<file path="config.mk">
export PLATFORM = sky130hd
export DESIGN_NAME = sram_async_ctrl
export DESIGN_NICKNAME = d
export VERILOG_FILES = /design/src/rtl/sram_ctrl_pkg.sv /design/src/rtl/sram_phase_timer.sv /design/src/rtl/sram_xfer_regs.sv /design/src/rtl/sram_async_ctrl.sv
export SDC_FILE = /design/constraint.sdc
export NUM_CORES = 1
export LEC_CHECK = 0
export BUFFER_PORTS_ARGS = -buffer_cell sky130_fd_sc_hd__buf_2
export CORE_UTILIZATION = 40
export CTS_CLUSTER_SIZE = 30
export DETAILED_ROUTE_END_ITERATION = 16
export PLACE_DENSITY = 0.67
export SLEW_MARGIN = 20
export SYNTH_ARGS = -nofsm -noshare
export SYNTH_HDL_FRONTEND = slang
export SYNTH_SLANG_ARGS = --single-unit
</file>
<file path="constraint.sdc">
create_clock -name clk_i -period 3.6 [get_ports clk_i]
set_clock_uncertainty 0.2 [all_clocks]
set_input_delay 0.36 -clock clk_i [delete_from_list [all_inputs] [get_ports clk_i]]
set_output_delay 0.36 -clock clk_i [all_outputs]
set_load 0.01 [all_outputs]
</file>
<file path="src/rtl/sram_ctrl_pkg.sv">
package sram_ctrl_pkg;

  typedef enum logic [1:0] {
    PH_IDLE    = 2'd0,
    PH_SETUP   = 2'd1,
    PH_ACCESS  = 2'd2,
    PH_RECOVER = 2'd3
  } phase_e;

  typedef enum logic [2:0] {
    SP_CYCLE,    // cycle time == access time
    SP_WPULSE,   // write strobe width
    SP_ADDR_END, // address / select valid to end of write
    SP_DSETUP,   // data valid to end of write
    SP_OE_ACC,   // output strobe to valid data
    SP_RELEASE   // outputs to high impedance
  } spec_e;

  function automatic int spec_ns(input int grade, input spec_e item);
    int g;
    g = (grade < 0) ? 0 : ((grade > 2) ? 2 : grade);
    case (item)
      SP_CYCLE:    return (g == 0) ? 70 : ((g == 1) ? 100 : 120);
      SP_WPULSE:   return (g == 0) ? 40 : ((g == 1) ? 60 : 70);
      SP_ADDR_END: return (g == 0) ? 60 : ((g == 1) ? 80 : 85);
      SP_DSETUP:   return (g == 0) ? 30 : ((g == 1) ? 40 : 50);
      SP_OE_ACC:   return (g == 0) ? 35 : ((g == 1) ? 50 : 60);
      default:     return (g == 0) ? 30 : ((g == 1) ? 35 : 40);
    endcase
  endfunction

  function automatic int ns_to_cyc(input int ns, input int period);
    return (ns + period - 1) / period;
  endfunction

  function automatic int at_least_one(input int v);
    return (v < 1) ? 1 : v;
  endfunction

  function automatic int phase_cycles(input int grade, input int period,
                                      input bit is_wr, input phase_e ph);
    int acc, set, rec, t;
    if (is_wr) begin
      acc = at_least_one(ns_to_cyc(spec_ns(grade, SP_WPULSE), period));
      t   = ns_to_cyc(spec_ns(grade, SP_ADDR_END), period);
      if (ns_to_cyc(spec_ns(grade, SP_DSETUP), period) > t)
        t = ns_to_cyc(spec_ns(grade, SP_DSETUP), period);
      set = at_least_one(t - acc);
      rec = at_least_one(ns_to_cyc(spec_ns(grade, SP_CYCLE), period) - set - acc);
    end else begin
      acc = at_least_one(ns_to_cyc(spec_ns(grade, SP_OE_ACC), period));
      set = at_least_one(ns_to_cyc(spec_ns(grade, SP_CYCLE), period) - acc);
      rec = ns_to_cyc(spec_ns(grade, SP_CYCLE), period) - set - acc;
      if (ns_to_cyc(spec_ns(grade, SP_RELEASE), period) > rec)
        rec = ns_to_cyc(spec_ns(grade, SP_RELEASE), period);
      rec = at_least_one(rec);
    end
    case (ph)
      PH_SETUP:  return set;
      PH_ACCESS: return acc;
      default:   return rec;
    endcase
  endfunction

endpackage

</file>
<file path="src/rtl/sram_phase_timer.sv">
module sram_phase_timer #(
  parameter int CW = 4
) (
  input  logic          clk_i,
  input  logic          rst_ni,
  input  logic          load_i,
  input  logic [CW-1:0] len_i,
  output logic          last_o
);
  logic [CW-1:0] cnt_q;

  always_ff @(posedge clk_i or negedge rst_ni) begin
    if (!rst_ni)              cnt_q <= '0;
    else if (load_i)          cnt_q <= len_i - CW'(1);
    else if (cnt_q != '0)     cnt_q <= cnt_q - CW'(1);
  end

  assign last_o = (cnt_q == '0);
endmodule

</file>
<file path="src/rtl/sram_xfer_regs.sv">
module sram_xfer_regs #(
  parameter int AW = 13,
  parameter int DW = 8
) (
  input  logic          clk_i,
  input  logic          rst_ni,
  input  logic          accept_i,
  input  logic          capture_i,
  input  logic [AW-1:0] addr_i,
  input  logic [DW-1:0] wdata_i,
  input  logic [DW-1:0] bus_i,
  output logic [AW-1:0] addr_o,
  output logic [DW-1:0] wdata_o,
  output logic [DW-1:0] rdata_o,
  output logic          rvalid_o
);
  always_ff @(posedge clk_i or negedge rst_ni) begin
    if (!rst_ni) begin
      addr_o  <= '0;
      wdata_o <= '0;
    end else if (accept_i) begin
      addr_o  <= addr_i;
      wdata_o <= wdata_i;
    end
  end

  always_ff @(posedge clk_i or negedge rst_ni) begin
    if (!rst_ni) begin
      rdata_o  <= '0;
      rvalid_o <= 1'b0;
    end else begin
      rvalid_o <= capture_i;
      if (capture_i) rdata_o <= bus_i;
    end
  end
endmodule

</file>
<file path="src/rtl/sram_async_ctrl.sv">
module sram_async_ctrl
  import sram_ctrl_pkg::*;
#(
  parameter int CLK_PERIOD_NS = 10,
  parameter int SPEED_GRADE   = 0,   // 0: 70 ns, 1: 100 ns, 2: 120 ns
  parameter int AW            = 13,
  parameter int DW            = 8
) (
  input  logic          clk_i,
  input  logic          rst_ni,
  input  logic          req_i,
  input  logic          wr_i,
  input  logic [AW-1:0] addr_i,
  input  logic [DW-1:0] wdata_i,
  output logic          ready_o,
  output logic [DW-1:0] rdata_o,
  output logic          rvalid_o,
  output logic          mem_cs_n_o,
  output logic          mem_cs_o,
  output logic          mem_we_n_o,
  output logic          mem_oe_n_o,
  output logic [AW-1:0] mem_addr_o,
  output logic [DW-1:0] mem_data_o,
  output logic          mem_data_oe_o,
  input  logic [DW-1:0] mem_data_i
);
  localparam int WR_SET = phase_cycles(SPEED_GRADE, CLK_PERIOD_NS, 1'b1, PH_SETUP);
  localparam int WR_ACC = phase_cycles(SPEED_GRADE, CLK_PERIOD_NS, 1'b1, PH_ACCESS);
  localparam int WR_REC = phase_cycles(SPEED_GRADE, CLK_PERIOD_NS, 1'b1, PH_RECOVER);
  localparam int RD_SET = phase_cycles(SPEED_GRADE, CLK_PERIOD_NS, 1'b0, PH_SETUP);
  localparam int RD_ACC = phase_cycles(SPEED_GRADE, CLK_PERIOD_NS, 1'b0, PH_ACCESS);
  localparam int RD_REC = phase_cycles(SPEED_GRADE, CLK_PERIOD_NS, 1'b0, PH_RECOVER);
  localparam int MAX_LEN = (WR_SET + WR_ACC + WR_REC > RD_SET + RD_ACC + RD_REC) ?
                           WR_SET + WR_ACC + WR_REC : RD_SET + RD_ACC + RD_REC;
  localparam int CW = $clog2(MAX_LEN + 1);

  phase_e        state_q, state_d;
  logic          wr_q, wr_d;
  logic          load, last, accept, capture;
  logic [CW-1:0] len;
  logic          cs_n_q, cs_q, we_n_q, oe_n_q, drv_q, sel_d;

  assign accept  = (state_q == PH_IDLE) && req_i;
  assign ready_o = (state_q == PH_IDLE);

  always_comb begin
    state_d = state_q;
    wr_d    = accept ? wr_i : wr_q;
    load    = 1'b0;
    len     = '0;
    capture = 1'b0;
    unique case (state_q)
      PH_IDLE: if (req_i) begin
        state_d = PH_SETUP;
        load    = 1'b1;
        len     = wr_i ? CW'(WR_SET) : CW'(RD_SET);
      end
      PH_SETUP: if (last) begin
        state_d = PH_ACCESS;
        load    = 1'b1;
        len     = wr_q ? CW'(WR_ACC) : CW'(RD_ACC);
      end
      PH_ACCESS: if (last) begin
        state_d = PH_RECOVER;
        load    = 1'b1;
        len     = wr_q ? CW'(WR_REC) : CW'(RD_REC);
        capture = !wr_q;
      end
      PH_RECOVER: if (last) state_d = PH_IDLE;
      default: state_d = PH_IDLE;
    endcase
  end

  assign sel_d = (state_d == PH_SETUP) || (state_d == PH_ACCESS);

  // memory strobes registered from the next phase: no decode glitches on pins
  always_ff @(posedge clk_i or negedge rst_ni) begin
    if (!rst_ni) begin
      state_q <= PH_IDLE;
      wr_q    <= 1'b0;
      cs_n_q  <= 1'b1;
      cs_q    <= 1'b0;
      we_n_q  <= 1'b1;
      oe_n_q  <= 1'b1;
      drv_q   <= 1'b0;
    end else begin
      state_q <= state_d;
      wr_q    <= wr_d;
      cs_n_q  <= !sel_d;
      cs_q    <= sel_d;
      we_n_q  <= !((state_d == PH_ACCESS) && wr_d);
      oe_n_q  <= !((state_d == PH_ACCESS) && !wr_d);
      drv_q   <= sel_d && wr_d;
    end
  end

  sram_phase_timer #(.CW(CW)) u_timer (
    .clk_i  (clk_i),
    .rst_ni (rst_ni),
    .load_i (load),
    .len_i  (len),
    .last_o (last)
  );

  sram_xfer_regs #(.AW(AW), .DW(DW)) u_regs (
    .clk_i     (clk_i),
    .rst_ni    (rst_ni),
    .accept_i  (accept),
    .capture_i (capture),
    .addr_i    (addr_i),
    .wdata_i   (wdata_i),
    .bus_i     (mem_data_i),
    .addr_o    (mem_addr_o),
    .wdata_o   (mem_data_o),
    .rdata_o   (rdata_o),
    .rvalid_o  (rvalid_o)
  );

  assign mem_cs_n_o    = cs_n_q;
  assign mem_cs_o      = cs_q;
  assign mem_we_n_o    = we_n_q;
  assign mem_oe_n_o    = oe_n_q;
  assign mem_data_oe_o = drv_q;
endmodule

</file>
# --- After elaboration in Yosys (flattened, before gate mapping) ---
# Index checks and enable logic that the tools add are counted.
classes:
  add_sub_neg: 2
  eq_ne: 5
  n_mux: 19
  reduce_logical: 15
ops:
  columns: ["op", "n"]
  rows:
  - ["2-bit 2-to-1 mux", 7]
  - ["3-bit case mux with 3 select lines", 1]
  - ["4-bit 2-to-1 mux", 2]
  - ["2-bit case mux with 4 select lines", 1]
  - ["2-bit == test, second input constant", 3]
  - ["1-bit 2-to-1 mux", 6]
  - ["1-bit logical NOT", 5]
  - ["2-bit by 1-bit == test with 1-bit output, second input constant", 2]
  - ["1-bit logical AND", 4]
  - ["4-bit logical NOT", 1]
  - ["4-bit nonzero test", 1]
  - ["3-bit by 1-bit subtractor with 4-bit output, second input constant", 1]
  - ["4-bit by 1-bit subtractor with 4-bit output, second input constant", 1]
  - ["3-bit 2-to-1 mux", 1]
  - ["2-bit logical NOT", 1]
  - ["1-bit case mux with 2 select lines", 1]
  - ["2-bit nonzero test", 1]
  - ["2-bit OR reduction", 1]
  - ["1-bit logical OR", 1]
word_totals:
  register_bits: 42
  in_bits: 33
  output_inout_bits: 36
  elab_cells: 53

# --- Logic depth before layout (Yosys ltp) ---
# Gate-level depths: netlist (run 1).
depth:
  ltp_word: 6
  depth_mapped: 9
  depth_no_buf: 9

# --- By module ---
# Synthesis (run 1) repeated with hierarchy kept, for this count alone.
unflattened:
  cells_unflattened: 126
  area_unflattened_um2: 1883.1
by_module_without_submodules:
  columns: ["module", "instances", "cells_each", "area_per_inst_um2", "seq_area_each_um2"]
  rows:
  - ["sram_xfer_regs", 1, 62, 1179.9, 750.7]
  - ["sram_async_ctrl", 1, 43, 460.4, 203.9]
  - ["sram_phase_timer", 1, 21, 242.7, 100.1]

# --- Worst setup path before layout (run 1) ---
# No wires, ideal clock.
synth_timing:
  path_kind: "flip-flop to flip-flop"
  from: "register state_q[0]"
  to: "register u_timer.cnt_q[2]"
  setup_time_ns: 0.124
  t_arrival_ns: 2.009
  required_ns: 3.276
  setup_slack_ns: 1.267
  path_stages_with_launch: 10
  path_buffers: 0
  synth_period_minus_slack_ns: 2.333
  path_cell_list: "dfrtp_1 > inv_1 > ha_1 > nand2_1 > a31o_1 > a31oi_2 > inv_1 > ha_1 > xor2_1 > nor2_1"
synth_between:
  elab_chain_cells: 4
  elab_cells_between_ends: 9
  cone_classes: "add/sub: 1; eq/ne: 2; mux: 3; reduce/logical: 3"
synth_rtl:
  columns: ["item", "line", "rtl"]
  rows:
  - ["start: declaration", "sram_async_ctrl.sv:37", "phase_e state_q, state_d;"]
  - ["start signal: assignment", "sram_async_ctrl.sv:87", "state_q <= state_d;"]
  - ["2-bit logical NOT *", null, null]
  - ["named net ready_o", "sram_async_ctrl.sv:15", "output logic ready_o,"]
  - ["3-bit case mux with 3 select lines", "sram_async_ctrl.sv:52", "unique case (state_q)"]
  - ["3-bit by 1-bit subtractor with 4-bit output", "sram_phase_timer.sv:14", "else if (load_i) cnt_q <= len_i - CW'(1);"]
  - ["4-bit 2-to-1 mux", "sram_phase_timer.sv:14", null]
  - ["end signal: assignment", "sram_phase_timer.sv:14", null]
  - ["end signal: assignment", "sram_phase_timer.sv:15", "else if (cnt_q != '0) cnt_q <= cnt_q - CW'(1);"]
  - ["end: declaration", "sram_phase_timer.sv:10", "logic [CW-1:0] cnt_q;"]
# Mark *: on every way through the listed nets, which the timed path passes. The rest lies on a longest branch.
# A chain may end at the register's enable or synchronous reset.

# --- Worst setup path in the final report (run 1) ---
layout_timing:
  from: "register u_timer.cnt_q[2]"
  to: "register u_timer.cnt_q[2]"
layout_between:
  elab_chain_cells: 5
  elab_cells_between_ends: 12
  cone_classes: "add/sub: 2; mux: 7; reduce/logical: 3"
layout_rtl:
  columns: ["item", "line", "rtl"]
  rows:
  - ["4-bit logical NOT", "sram_phase_timer.sv:18", "assign last_o = (cnt_q == '0);"]
  - ["2-bit 2-to-1 mux or 3-bit 2-to-1 mux (tied branches)", "sram_async_ctrl.sv:63, sram_async_ctrl.sv:58", null]
  - ["3-bit case mux with 3 select lines", "sram_async_ctrl.sv:52", null]
  - ["3-bit by 1-bit subtractor with 4-bit output", "sram_phase_timer.sv:14", null]
  - ["4-bit 2-to-1 mux", "sram_phase_timer.sv:14", null]
# Several ways; a longest one is shown, not always the timed one. The select of a mux whose other input is x is not followed.

==> impl_results.md, run 1 <==
* DR iter-0 viols at 61
* Via count at 1308
* Reg power frac at 0.407
* Synth-to-Final Area Change at 26.8%
* Power Dens Cells at 883 mW/mm²
* Avg Cell Area, Syn at 12.3 µm²
* First-pass GRT wire length at 5.73 mm
* Sw Pwr at 0.000762 W
* # port buffers at 68
* Seq cells post-synth at 42
* Post-CTS Setup Repair Bufs at 0
* Failing checks: negative hold slack
* Post-route minimum period at 2490 ps
* Antenna diode count at 0
* Slew HR at 0.405
* Die Width at 69.4 µm
* Vias in the first global route at 1260
* Pins Over Slew Limit at 0
* Setup TNS Final at 0 ps
* Die area at 0.00482 mm²
* Final Total Pwr at 0.00204 W
* Sequential Area at 0.00105 mm²
* Cts bufs inserted at 5
* I/O pin total at 69
* CP endpoint kind: flop
* Max Freq at 402 MHz
* Pleak at 1.16 nW
* Filler Cell Count at 400
* Final hold slack at -25.1 ps
* Clock slew seen by the registers of the worst setup and hold paths at 90 ps
* Routed len/inst at 12.5 µm
* Cell count after synthesis at 148
* DP Area at 0.00222 mm²
* Root Driver: clkbuf_8
* Antenna violations before repair at 0
* Crit-path cells: nor4_4 > nand3b_2 > nand4_4 > nand2_1 > ha_1 > xor2_1 > nor2_1
* Area leader, netlist: dfrtp_1
* Largest net degree at the start of global routing at 43
* Final-report hold violation count at 17
* Gr ovfl total at 0
* Commonest non-fill, non-tap cells in the layout: buf_2, dfrtp_1, nand2_1
* # DRC at 0
* H-tree Lvls at 2
* Sw frac at 0.374
* Met2 Wirelength at 1.79 mm
* Worst VDD drop at 0.000412 V
* Max clock buf depth at 2
* Most common cell after layout, fill and taps aside: buf_2
* Critical path arrival at 2520 ps
* Share of total power in combinational logic at 0.444
* Mapped Area at 0.00182 mm²
* Post-Layout Inst Area at 0.00231 mm²
* Slowest-stage cell, CP: nor4_4
* Startpoint types: flop
* Worst EP required at 3630 ps
* Status: finished, violations left
* Antenna viol nets, final at 0
* Post-synthesis sequential area ratio at 0.580
* P_int at 0.00127 W
* Maxcap violations at 0
* Unique cell type count in the Yosys netlist at 29
* Final #Nets at 261
* Top Metal Used: met4
* Routed WL at 3.43 mm
* Worst-path fanout max at 15
* Clock tree from TritonCTS: done
* Yosys top cell area share at 0.537
* Router iterations before antenna repair at 4
* Power share of the clock group at 0.148
* Synth area leaders: dfrtp_1, mux2_2, nand2_1
* Routed wl met3 at 139 µm
* Post-DP HPWL at 2.53 mm
* CTS hold repair buffers at 0
* DR vias/cell at 4.77
* GRT Overall Usage at 0.154
* Effective utilization at floorplan at 0.418
* Tcrit/Tclk final at 0.691
* Multi-input gate area at 721 µm²
* Setup violators final at 0
* CTS resizes at 0
* Critical setup path kind: flop to flop
* Hold crit path type: input pin to asynchronous set/reset pin
* FP Rows at 24
* Worst Tran Pin Value at 892 ps
* Layout cells sized above 1 at 0.482
* Routability Congestion at 0.739
* YS warnings at 0
* Clk_lat worst skew at 300 ps
* Met1 Routed Length at 1.44 mm
* Worst path max stage delay at 740 ps
* Clk sink count at 42
* RSZ-0062 raised after global routing: no
* Die Y at 69.4 µm
* Core area at 0.00435 mm²
* Syn_nets at 188
## per-layer routing
layer | vias to the layer above | global-route usage
met3 | 6 | 0.0436
met4 | 0 | 0.0612
met2 | 34 | 0.259
li1 | 642 | -
met1 | 626 | 0.185
met5 | - | 0
## worst paths after layout
path	slack, ps	from	end	cells past startpoint
worst min-delay path	-30	rst_ni	u_regs.rdata_o[2]	1
worst max-delay path	1110	u_timer.cnt_q[2]	u_timer.cnt_q[2]	7
worst max register to register	1110	u_timer.cnt_q[2]	u_timer.cnt_q[2]	7
worst min register to register	270	u_regs.rdata_o[4]	u_regs.rdata_o[4]	2
max in group asynchronous	2650	rst_ni	mem_cs_o	1
min in group clk_i	50	mem_data_i[2]	u_regs.rdata_o[2]	3
## cells by family (layout without fill, tap and decap cells)
group / count (synthesis) / in the layout / synth area share
AO/OA/AOI/OAI: 16 / 16 / 0.0723
AND/OR/NAND/NOR: 49 / 49 / 0.136
XOR/XNOR: 1 / 1 / 0.00482
flip-flops: 42 / 42 / 0.580
adder cells (fa/ha/maj): 7 / 7 / 0.0482
multiplexers: 22 / 22 / 0.136
buffers and inverters: 11 / 85 / 0.0234
## power groups by stage
stage | combinational [W] | sequential [W] | clock (W)
floorplan | 0.000509 | 0.000926 | 0
global placement | 0.000901 | 0.000832 | 0
detailed placement | 0.000918 | 0.000840 | 0
CTS | 0.000920 | 0.000833 | 0.000318
global route | 0.00100 | 0.000856 | 0.000337
finish | 0.000905 | 0.000830 | 0.000302
## critical path, delay by kind of cell (launching register included)
family / cells / cell delay (ps)
fa+ha+maj: 1 / 190
xor+xnor: 1 / 160
flops: 1 / 410
simple gates: 5 / 1470
## flip-flops by register name, summed over array words and instances, names as in the netlist
register / flops
u_regs.addr_o: 13
mem_cs_o: 1
u_regs.wdata_o: 8
mem_we_n_o: 1
mem_oe_n_o: 1
u_timer.cnt_q: 4
mem_cs_n_o: 1
u_regs.rvalid_o: 1
state_q: 2
wr_q: 1
u_regs.rdata_o: 8
mem_data_oe_o: 1
## stage by stage
stage	worst slack (ps)	hold WS, ps	util	instances
2_1_floorplan	1270	-136	-	148
3_3_place_gp	1190	254	0.509	266
3_5_place_dp	1110	258	0.509	266
4_1_cts	1100	18.8	0.530	274
5_1_grt	934	46.7	0.530	274
6_report	1110	-25.1	0.530	274
## cell type report
cell class / instances / area share
well taps: 52 / 0.0282
clock inverters: 3 / 0.00814
clock buffers: 5 / 0.0298
multi-input cells: 95 / 0.313
flip-flops and latches: 42 / 0.457
repair buffers: 69 / 0.151
inverters: 8 / 0.0130
## Yosys cell counts
library cell and number:
dfrtp_1 39, nand2_1 30, mux2_2 21, nor2_1 9, ha_1 7, inv_1 7, nor2b_1 4, o21ai_0 4
a21oi_1 3, dfstp_2 3, and3_1 2, clkbuf_1 2, a2111oi_4 1, a211o_2 1, a211oi_1 1, a31o_1 1
a31oi_1 1, a31oi_2 1, and3b_1 1, buf_2 1, clkinv_1 1, mux2i_1 1, nand3b_2 1, nand4_4 1
nor4_4 1, o21a_1 1, o22ai_1 1, o32a_1 1, xor2_1 1
Power figures use the tool's default switching activity.
==> run 2, diff against run 1 <==
Settings changed: PLACE_DENSITY 0.67 to 0.7.
Clock period 3.6 ns to 2.1 ns, I/O delays scaled along.
==> run 2 against run 1 <==
  * The flow now finishes without violations
  * Non-clock buffer count up 45
  * Core utilization up 12 points
  * Critical path depth up 1
  * Via count up 16%
  * Wire length up 29%
  * Maximum frequency up 21%
  * Highest routed layer unchanged
  * Sequential power up 75%
  * Global-route usage up 3.3 points
==> impl_results.md, run 2 (synthesis gave the netlist of run 1 again) <==
* Die Width at 69.4 µm (unchanged)
* Most common cell after layout, fill and taps aside: buf_2
* Worst EP required at 2120 ps (-1510 ps)
* Antenna diode count at 0 (unchanged)
* Routed len/inst at 13.8 µm (+10%)
* R2r worst-path depth at 8 (+1)
* DP Area at 0.00235 mm² (+5.8%)
* Largest net degree at the start of global routing at 43 (unchanged)
* Synth-to-Final Area Change at 55.7%
* FP Rows at 24 (unchanged)
* Die Y at 69.4 µm (unchanged)
* Top reg by flops: u_regs.addr_o
* RSZ-0062 raised after global routing: yes
* Post-route minimum period at 2060 ps (-427 ps)
* Routed WL at 4.41 mm (+29%)
* # DRC at 0 (unchanged)
* Cts bufs inserted at 5 (unchanged)
* Final-report hold violation count at 0 (-17)
* Router iterations before antenna repair at 4 (unchanged)
* Layout cells sized above 1 at 0.509 (+0.0274)
* Core area at 0.00435 mm² (unchanged)
* Slew HR at 0.656 (+0.251)
* Pins Over Slew Limit at 0 (unchanged)
* Sequential Area at 0.00106 mm² (+0.24%)
* Final #Nets at 306 (+17%)
* Max Freq at 485 MHz (+21%)
* Antenna violations before repair at 0 (unchanged)
* Antenna viol nets, final at 0 (unchanged)
* Multi-input gate area at 803 µm² (+11%)
* Setup violators final at 0 (unchanged)
* Clock slew seen by the registers of the worst setup and hold paths at 80 ps (about the same)
* GRT Overall Usage at 0.187 (+0.0334)
* Filler Cell Count at 325 (-19%)
* Post-Layout Inst Area at 0.00283 mm² (+23%)
* Gr ovfl total at 0 (unchanged)
* Worst VDD drop at 0.000877 V (+110%)
* Final Core Density at 0.650 (+0.120)
* Die area at 0.00482 mm² (unchanged)
* Max clock buf depth at 2 (unchanged)
* Via count at 1513 (+16%)
* Setup TNS Final at 0 ps (unchanged)
* DR iter-0 viols at 74 (+21%)
* Critical path arrival at 2080 ps (-440 ps)
* Vias in the first global route at 1529 (+21%)
* Critical setup path kind: flop to flop
* Hold Path Stages at 3
* I/O pin total at 69 (unchanged)
* CP endpoint kind: flop
* First-pass GRT wire length at 6.98 mm (+22%)
* Routability Congestion at 0.788 (+6.6%)
* Clock tree from TritonCTS: done
* Largest regs: u_regs.addr_o: 13 flops, u_regs.rdata_o: 8 flops, u_regs.wdata_o: 8 flops
* DR vias/cell at 4.74 (-0.64%)
* Max reg flops at 13 (unchanged)
* Clk_lat worst skew at 290 ps (about the same)
* H-tree Lvls at 2 (unchanged)
* Pleak at 1.38 nW (+18%)
* Effective utilization at floorplan at 0.418 (unchanged)
* Clk sink count at 42 (unchanged)
* Hold crit path type: input pin to flop
* Tcrit/Tclk final at 0.981 (+0.290)
* # port buffers at 68 (unchanged)
* Startpoint types: flop
* Post-DP HPWL at 2.68 mm (+5.8%)
* Maxcap violations at 0 (unchanged)
* Worst Tran Pin Value at 517 ps (-376 ps)
* Commonest non-fill, non-tap cells in the layout: buf_2, dfrtp_1, dlygate4sd3_1
* Root Driver: clkbuf_8
* Power Dens Cells at 1420 mW/mm² (+61%)
* Worst-path fanout max at 6 (-9)
* Status: completed
-- run 2: per-stage QoR --
| stage | instances | worst slack [ps] | hold slack [ps] | power, W |
|---|---|---|---|---|
| floorplan | 148 | -53.3 | -286 | 0.00253 |
| global placement | 279 | 8.82 | 113 | 0.00315 |
| detailed placement | 279 | -40.3 | 112 | 0.00322 |
| CTS | 317 | -1.13 | 93.3 | 0.00391 |
| global route | 319 | -58.8 | 140 | 0.00427 |
| finish | 319 | 39.7 | 119 | 0.00402 |
-- run 2: path summary, 6_finish.rpt --
| path | end | slack, ps | startpoint |
|---|---|---|---|
| worst min register to register | u_regs.rdata_o[2] | 280 | u_regs.rdata_o[2] |
| min in group asynchronous | u_regs.wdata_o[2] | 310 | rst_ni |
| max in group asynchronous | state_q[0] | 1020 | rst_ni |
| worst max register to register | u_timer.cnt_q[3] | 40 | state_q[0] |
| worst max-delay path | u_timer.cnt_q[3] | 40 | state_q[0] |
| worst min-delay path | state_q[0] | 120 | req_i |
-- run 2: final cells by class --
| cell class | instances | share of cell area |
|---|---|---|
| multi-input combinational | 95 | 0.284 |
| tap | 52 | 0.0230 |
| sequential | 42 | 0.374 |
| clock buffer | 8 | 0.0389 |
| timing repair buffer | 114 | 0.270 |
| inverter | 8 | 0.0106 |
-- run 2: critical path, cell delays in order (launching register included) --
cell	delay, ps
dfrtp_2	420
inv_2	70
ha_4	170
buf_4	150
a21oi_1	140
nor2_1	100
and3_1	220
a2111oi_4	320
mux2i_1	210
-- run 2: timing repair --
action	in CTS	in global routing
hold buffers	30	0
gates resized for setup	7	10
endpoints found under the setup margin	2	5
setup buffers	0	2
hold endpoints to repair	68	0
pin swaps	1	6
-- run 2: power breakdown --
group          internal, W  switching, W
Clock             0.000332      0.000268
Combinational      0.00100      0.000965
Sequential         0.00122      0.000233
-- run 2: routing by layer --
metal / share of wire / track usage
met1: 0.40 / 0.216
met5: 0 / 0
met3: 0.064 / 0.0538
met4: 0.013 / 0.0680
met2: 0.53 / 0.328
==> run 3, diff against run 2 <==
Settings changed: ABC_AREA set to 1, CORE_UTILIZATION 40 to 43, PLACE_DENSITY 0.7 to 0.74.
==> run 3 against run 2 <==
  * Total power down 12%
  * Clock power down 14%
  * Sequential share of layout area up 2.3 points
  * Synthesized cell count up 11%
  * Critical path type unchanged
  * Maximum frequency up 4.2%
  * Final cell count up 1.9%
  * Critical endpoint is now mem_data_oe_o
==> impl_results.md, run 3 <==
* RSZ-0062 raised after global routing: no
* Layout cells sized above 1 at 0.385 (-0.124)
* CP endpoint kind: flop
* Vias in the first global route at 1566 (+2.4%)
* Synth area leaders: dfrtp_1, mux2_1, nand2_1
* Clock tree from TritonCTS: done
* Post-synth top cells: nand2_1, dfrtp_1, mux2_1, inv_1, ha_1
* Max reg flops at 13 (unchanged)
* Largest net degree at the start of global routing at 43 (unchanged)
* Die Y at 66.9 µm (-3.6%)
* Critical setup path kind: flop to flop
* Post-synthesis sequential area ratio at 0.583 (+0.00241)
* Area leader, netlist: dfrtp_1
* Antenna diode count at 0 (unchanged)
* Core area at 0.00403 mm² (-7.5%)
* Filler Cell Count at 324 (-0.31%)
* Pins Over Slew Limit at 0 (unchanged)
* # port buffers at 68 (unchanged)
* Status: completed
* Startpoint types: flop
* Syn_nets at 205 (+9.0%)
* Post-DP HPWL at 2.63 mm (-1.9%)
* Routability Congestion at 0.831 (+5.4%)
* Slew HR at 0.849 (+0.193)
* Pleak at 1.36 nW (-1.3%)
* Met1 Routed Length at 1.62 mm (-7.3%)
* Cts bufs inserted at 5 (unchanged)
* Top reg by flops: u_regs.addr_o
* Worst EP required at 2120 ps (about the same)
* Gr ovfl total at 0 (unchanged)
* Antenna viol nets, final at 0 (unchanged)
* I/O pin total at 69 (unchanged)
* Final-report hold violation count at 0 (unchanged)
* Cells after DPL at 285 (+2.2%)
* Asr flop ratio synth at 1.00 (unchanged)
* Maxcap violations at 0 (unchanged)
* Final cell count without fillers at 325 (+1.9%)
* Effective utilization at floorplan at 0.449 (+0.0318)
* FP Rows at 23 (-4.2%)
* Synth-to-Final Area Change at 47.1%
* Avg Cell Area, Syn at 11.0 µm² (-11%)
* Cell count after synthesis at 165 (+11%)
* Die area at 0.00447 mm² (-7.2%)
* # DRC at 0 (unchanged)
* H-tree Lvls at 2 (unchanged)
* Mapped Area at 0.00181 mm² (-0.41%)
* Hold crit path type: input pin to flop
* First-pass GRT wire length at 6.71 mm (-3.9%)
* Router iterations before antenna repair at 4 (unchanged)
* DR iter-0 viols at 55 (-26%)
* Final #Nets at 314 (+2.6%)
* Antenna violations before repair at 0 (unchanged)
* Commonest non-fill, non-tap cells in the layout: buf_2, nand2_1, dfrtp_1
* Via count at 1533 (+1.3%)
* Max clock buf depth at 2 (unchanged)
* Setup violators final at 0 (unchanged)
* Max Freq at 506 MHz (+4.2%)
* Clk sink count at 42 (unchanged)
* Worst VDD drop at 0.000779 V (-11%)
* Clock slew seen by the registers of the worst setup and hold paths at 80 ps (about the same)
* GRT Overall Usage at 0.208 (+0.0207)
* Routed WL at 4.03 mm (-8.6%)
* Routed wl met3 at 190 µm (-32%)
* Setup TNS Final at 0 ps (unchanged)
* Power Dens Cells at 1330 mW/mm² (-6.1%)
* EDFF count, synth at 0 (unchanged)
* Root Driver: clkbuf_8
* Main flop type after synthesis: dfrtp_1
* Worst-path fanout max at 4 (-2)
* Most common cell after layout, fill and taps aside: buf_2
* YS warnings at 0 (unchanged)
* Met2 Wirelength at 2.15 mm (-7.3%)
* Largest regs: u_regs.addr_o: 13 flops, u_regs.rdata_o: 8 flops, u_regs.wdata_o: 8 flops
* Top Metal Used: met4
* Critical path arrival at 2000 ps (-80 ps)
* Yosys top cell area share at 0.539 (+0.00223)
* Most frequent cell after synthesis: nand2_1
* Tcrit/Tclk final at 0.942 (-0.0392)
* Die Width at 66.9 µm (-3.6%)
* Post-route minimum period at 1980 ps (-82.4 ps)
* Routed len/inst at 12.4 µm (-10%)
* Clk_lat worst skew at 290 ps (about the same)
* DR vias/cell at 4.72 (-0.55%)
* Unique cell type count in the Yosys netlist at 27 (-6.9%)
* Worst Tran Pin Value at 227 ps (-290 ps)
* Seq cells post-synth at 42 (unchanged)
==> run 3: changes by cell type in the layout (fill, tap and decap cells not counted), sizes merged, moves of 2 or more <==
cell / delta
nand3: +6
nor2b: -4
inv: +11
clkinv: +2
o21ai: +2
buf: -10
nand2: +17
a31oi: -2
and3: -2
clkbuf: -3
==> run 3: path summary, 6_finish.rpt <==
check / slack [ps] / cells after the start / startpoint / endpoint
worst max-delay path: 120 / 8 / state_q[0] / mem_data_oe_o
worst min-delay path: 130 / 4 / req_i / state_q[0]
worst max register to register: 120 / 8 / state_q[0] / mem_data_oe_o
worst min register to register: 280 / 2 / u_regs.rdata_o[2] / u_regs.rdata_o[2]
max in group asynchronous: 1230 / 3 / rst_ni / mem_oe_n_o
min in group asynchronous: 200 / 3 / rst_ni / u_timer.cnt_q[2]
==> run 3: per-layer routing <==
layer	global-route usage	vias up
met2	0.376	48
met5	0	-
li1	-	748
met1	0.226	731
met3	0.0531	6
met4	0.0878	0
==> run 3: kinds of logic after synthesis <==
family                     count (synthesis)  synth area share
AOI/OAI and AO/OA                         10            0.0346
adders and majority gates                  7            0.0484
buffers and inverters                     20            0.0428
DFF                                       42             0.583
muxes                                     21             0.131
and+or+nand+nor                           65             0.161
==> run 3: area by class of cell <==
class | count | area, µm² | share of cell area
clock buffers | 5 | 68.8 | 0.0258
clock inverters | 3 | 18.8 | 0.00705
inverters | 18 | 67.6 | 0.0254
multi-input cells | 103 | 691 | 0.259
flip-flops and latches | 42 | 1060 | 0.397
well taps | 50 | 62.6 | 0.0235
repair buffers | 104 | 698 | 0.262
==> run 3: critical path, cell delays in order (launching register included) <==
cell and delay [ps]:
dfrtp_1 420, buf_4 150, ha_1 200, o21ai_1 150, inv_2 60, o211ai_1 160, nand2_1 100, ha_1 340
nor2_1 140
==> run 3: per-stage QoR <==
stage	utilization	total power (W)	cell area [µm²]	hold slack, ps	setup slack [ps]
final	0.661	0.00355	2660	127	122
after global routing	0.661	0.00381	2660	137	13.0
after CTS	0.654	0.00353	2640	117	26.4
after detailed placement	0.557	0.00294	2250	2.86	16.3
after global placement	0.557	0.00288	2250	1.03	123
after floorplan	-	0.00237	1810	-286	116
==> run 3: power by group <==
group	internal [W]	total, W	switching [W]
combinational	0.000741	0.00161	0.000874
clock	0.000234	0.000517	0.000283
sequential	0.00121	0.00142	0.000208
==> run 3: what timing repair did <==
item,CTS,global route
endpoints found under the hold margin,71,0
setup buffers,0,2
hold buffers,30,0
resized for setup,1,4
endpoints found under the setup margin,2,3
